## src/rtl/tone_status_pkg.sv

```systemverilog
package tone_status_pkg;

  // Bit positions the host decodes
  localparam int unsigned STATUS_W = 4;
  localparam int unsigned BIT_SUM  = 0;
  localparam int unsigned BIT_TX   = 1;
  localparam int unsigned BIT_RX   = 2;
  localparam int unsigned BIT_STR  = 3;

  typedef logic [STATUS_W-1:0] statusWord_t;

  // Strobes from the control half to the datapath half
  typedef struct packed {
    logic setTx;      // transmit-ready event accepted
    logic setRx;      // receive-full event accepted
    logic clrRead;    // host read clears event flags
    logic dropTx;     // burst mode off forces transmit-ready low
    logic mirrorPin;  // pin shows steering instead of interrupt
  } statusCtl_t;

endpackage

```

## src/rtl/tone_status_ctrl.sv

```systemverilog
module tone_status_ctrl
  import tone_status_pkg::*;
(
  input  logic       burstOn,
  input  logic       txReadyPulse,
  input  logic       rxValidPulse,
  input  logic       statusRd,
  input  logic       testMode,
  input  logic       cpMode,
  output statusCtl_t ctl
);

  always_comb begin
    ctl           = '0;
    // Transmit-ready events only count while bursts are in use
    ctl.setTx     = txReadyPulse & burstOn;
    ctl.setRx     = rxValidPulse;
    ctl.clrRead   = statusRd;
    ctl.dropTx    = ~burstOn;
    // Test mode in dual-tone mode repurposes the pin
    ctl.mirrorPin = testMode & ~cpMode;
  end

endmodule

```

## src/rtl/tone_status_dp.sv

```systemverilog
module tone_status_dp
  import tone_status_pkg::*;
(
  input  logic        clk,
  input  logic        rstN,
  input  statusCtl_t  ctl,
  input  logic        steerDelayed,
  input  logic        irqEnable,
  output statusWord_t statusWord,
  output logic        irqN
);

  statusWord_t flagQ;
  statusWord_t flagD;

  // Next-state: a set event wins over a clearing read
  always_comb begin
    flagD = flagQ;

    if (ctl.clrRead) begin
      flagD[BIT_SUM] = 1'b0;
      flagD[BIT_TX]  = 1'b0;
      flagD[BIT_RX]  = 1'b0;
    end

    if (ctl.dropTx) begin
      flagD[BIT_TX] = 1'b0;
    end

    if (ctl.setTx) begin
      flagD[BIT_TX]  = 1'b1;
      flagD[BIT_SUM] = 1'b1;
    end

    if (ctl.setRx) begin
      flagD[BIT_RX]  = 1'b1;
      flagD[BIT_SUM] = 1'b1;
    end

    flagD[BIT_STR] = steerDelayed;
  end

  always_ff @(posedge clk) begin
    if (!rstN) begin
      flagQ          <= '0;
      flagQ[BIT_STR] <= steerDelayed;
    end else begin
      flagQ <= flagD;
    end
  end

  assign statusWord = flagQ;

  always_comb begin
    if (ctl.mirrorPin) begin
      irqN = flagQ[BIT_STR];
    end else begin
      irqN = ~(flagQ[BIT_SUM] & irqEnable);
    end
  end

endmodule

```

## src/rtl/tone_status_irq.sv

```systemverilog
module tone_status_irq
  import tone_status_pkg::*;
(
  input  logic                clk,
  input  logic                rstN,
  input  logic                burstOn,
  input  logic                txReadyPulse,
  input  logic                rxValidPulse,
  input  logic                steerDelayed,
  input  logic                statusRd,
  input  logic                irqEnable,
  input  logic                testMode,
  input  logic                cpMode,
  output logic [STATUS_W-1:0] statusWord,
  output logic                irqN
);

  statusCtl_t ctl;

  tone_status_ctrl i_ctrl (
    .burstOn      (burstOn),
    .txReadyPulse (txReadyPulse),
    .rxValidPulse (rxValidPulse),
    .statusRd     (statusRd),
    .testMode     (testMode),
    .cpMode       (cpMode),
    .ctl          (ctl)
  );

  tone_status_dp i_dp (
    .clk          (clk),
    .rstN         (rstN),
    .ctl          (ctl),
    .steerDelayed (steerDelayed),
    .irqEnable    (irqEnable),
    .statusWord   (statusWord),
    .irqN         (irqN)
  );

endmodule

```

## config.mk

```make
export PLATFORM = sky130hd
export DESIGN_NAME = tone_status_irq
export DESIGN_NICKNAME = d
export VERILOG_FILES = /design/src/rtl/tone_status_pkg.sv /design/src/rtl/tone_status_ctrl.sv /design/src/rtl/tone_status_dp.sv /design/src/rtl/tone_status_irq.sv
export SDC_FILE = /design/constraint.sdc
export NUM_CORES = 1
export LEC_CHECK = 0
export BUFFER_PORTS_ARGS = -buffer_cell sky130_fd_sc_hd__buf_4
export CAP_MARGIN = 10
export CORE_AREA = 2 2 39 41
export DETAILED_ROUTE_END_ITERATION = 10
export DIE_AREA = 0 0 41 43
export PLACE_DENSITY = 0.31
export SETUP_SLACK_MARGIN = 0.05
export SKIP_LAST_GASP = 1
export SLEW_MARGIN = 20
export SYNTH_ARGS = -nofsm -noshare
export SYNTH_HDL_FRONTEND = slang
export SYNTH_SLANG_ARGS = --single-unit
```

## constraint.sdc

```tcl
create_clock -name clk -period 0.8 [get_ports clk]
set_input_delay 0.08 -clock clk [delete_from_list [all_inputs] [get_ports clk]]
set_output_delay 0.08 -clock clk [all_outputs]
set_load 0.01 [all_outputs]
```

==> results by group <==
Run
  – Max-Cap Viols: 0

Floorplan
  – Die Wd: 41 µm
  – Total die area: 1760 µm²
  – # IOs: 15
  – Core Rows: 14
  – Floorplan Core Area: 1380 µm²
  – Initial Util: 0.109
  – Die H: 43 µm

Power
  – Maximum vdd ir drop: 0.447 mV
  – Leakage: 0.160 nW
  – PD cells: 1680 nW/µm²
  – Tot Pwr: 0.000568 W

Timing
  – Final setup fails: 2
  – Setup ws final: -0.164 ns
  – RSZ-0062 raised after global routing: yes
  – WHS: 0.0826 ns
  – Slew Viols, Final: 0
  – Worst-Margin Slew: 0.122 ns
  – Final worst path period share: 1.20
  – Final Critical Period: 0.964 ns
  – Max_slew headroom: 0.918
  – Final hold violations: 0
  – Peak Freq: 1.04 GHz
  – Final setup skew: 0 ns

Yosys
  – Top-count cell post-synth: dfxtp_1
  – Synth cell types: 9
  – Async SR Flop Fraction: 0
  – Most common flop cell mapped by yosys: dfxtp_1
  – Syn Nets: 24
  – Post-Synthesis Cells: 14
  – Synth area leader: dfxtp_1
  – Area fraction of the dominant cell type after synthesis: 0.529
  – Syn avg cell area: 10.8 µm²
  – Yosys Warn Count: 0
  – Register bit count reported by yosys: 4
  – Top post-synthesis cells by count: 4 x dfxtp_1, 3 x nor2b_1
  – Mapped Area: 151 µm²
  – EDFF count, synth: 0
  – Seq/Total Area, Yosys: 0.529
  – Area contributors post-synth: dfxtp_1 53%, nor2b_1 12%, o211a_1 6.6%

Route
  – DR DRC count: 0
  – Vias post-DR: 175
  – DRT antenna net count: 0
  – DR vias/cell: 3.57
  – DR WL/cell: 8.90 µm
  – Iter 0 DRT Violations: 3
  – Pre-Repair DR Iteration Count: 2
  – Drt total wl: 436 µm

Setup path
  – WS Path Type: reg2out
  – CP Max Fanout: 2
  – WP buf/inv: 1
  – Crit end category: primary output
  – CP top delay family: flip-flops
  – Critical path arrival: 0.88 ns
  – CP Cell Sequence: nor3b_2 > a31oi_1 > buf_4
  – CP max stage delay: 0.32 ns
  – CP max-delay cell: dfxtp_2
  – CP required: 0.72 ns
  – Worst Setup Start Kind: flip-flop

Cells and area
  – Max reg flops: 4
  – Share of post-route cells with drive strength above 1: 0.697
  – Filler cells: 162
  – Multi-input gate area: 76.3 µm²
  – Nets: 45
  – Syn-to-layout area delta: 123%
  – Reg area: 85.1 µm²
  – Ant. Diodes: 0

Clock tree
  – CTS tree: done
  – Worst-Skew Late Latency: 0.23 ns
  – H-tree lvl count: 1
  – Clk sinks: 4
  – Clock slew at reported path FFs: 0.04 ns
  – Worst-case clock buffer depth: 2
  – Clk root buf: clkbuf_4
  – Total CTS buffers: 3

Global route
  – First-pass GRT wire length: 738 µm
  – Total GRT Usage: 0.0693
  – Grt ovf: 0
  – Vias in the first global route: 202
  – Antenna violations before repair: 0
  – Largest net degree at the start of global routing: 4

Status
  – Run status: finished, violations left
  – Failing checks: negative setup slack

Worst hold path
  – HP Class: in2reg

Placement
  – Place WS: 0.0301 ns
  – Routability congestion estimate: 0.597
  – Port bufs: 14
  – Detailed Place HPWL: 351 µm
## logic make-up (layout without fill, tap and decap cells)
logic type      after synthesis  in the layout  share of synthesized area
compound gates                4              4                      0.215
buf+inv                       0             19                          0
flops                         4              4                      0.529
simple gates                  6              6                      0.256
## power by group
part	leakage, nW	switching (W)	internal, W	total (W)
Clock	0.0138	0.0000716	0.000167	0.000239
Combinational	0.112	0.0000337	0.0000727	0.000106
Sequential	0.0342	0.00000771	0.000215	0.000223
## path summary, 6_finish.rpt
check,start,to,slack [ns],cells past startpoint
hold / removal,rxValidPulse,i_dp.statusWord[0],0.08,2
setup reg to reg,i_dp.statusWord[0],i_dp.statusWord[0],0.04,2
setup / recovery,i_dp.statusWord[3],irqN,-0.16,3
hold reg to reg,i_dp.statusWord[0],i_dp.statusWord[0],0.59,2
## per-layer routing
layer | track usage | routed length, µm
met1 | 0.0419 | 124
met2 | 0.109 | 291
met3 | 0.0314 | 3
met4 | 0.100 | 17
met5 | 0 | 0
## metrics by stage
| stage | area [µm²] | util | instances | setup TNS, ns |
|---|---|---|---|---|
| 5_1_grt | 338 | 0.244 | 49 | -0.329 |
| 3_5_place_dp | 278 | 0.201 | 44 | 0 |
| 3_3_place_gp | 278 | 0.201 | 44 | 0 |
| 6_report | 338 | 0.244 | 49 | -0.223 |
| 4_1_cts | 322 | 0.232 | 48 | -0.183 |
| 2_1_floorplan | 153 | - | 14 | 0 |
## layout by cell type, fill, tap and decap left out
cell type / Yosys / layout
clkbuf_4: 0 / 3
nor2b_1: 3 / 3
o31a_1: 1 / 1
buf_6: 0 / 3
dlygate4sd3_1: 0 / 1
and2_1: 1 / 1
nor3b_2: 0 / 1
a31oi_1: 1 / 1
o211a_1: 1 / 1
buf_4: 0 / 12
dfxtp_2: 0 / 4
nand2b_1: 1 / 1
o21a_1: 1 / 1
## area by class of cell
class	count	share of cell area
well taps	16	0.0593
flip-flops and latches	4	0.252
multi-input cells	10	0.226
clock buffers	3	0.0667
repair buffers	16	0.396
## what timing repair did
| action | 4_1_cts | 5_1_grt |
|---|---|---|
| gates resized for setup | 4 | 3 |
| hold buffers | 1 | 0 |
| buffers inserted | 0 | 1 |
| endpoints found under the hold margin | 1 | 0 |
| pin swaps | 0 | 0 |
| endpoints found under the setup margin | 5 | 6 |
| cloned | 0 | 0 |
Note: power is estimated with default switching activity, not from simulation.
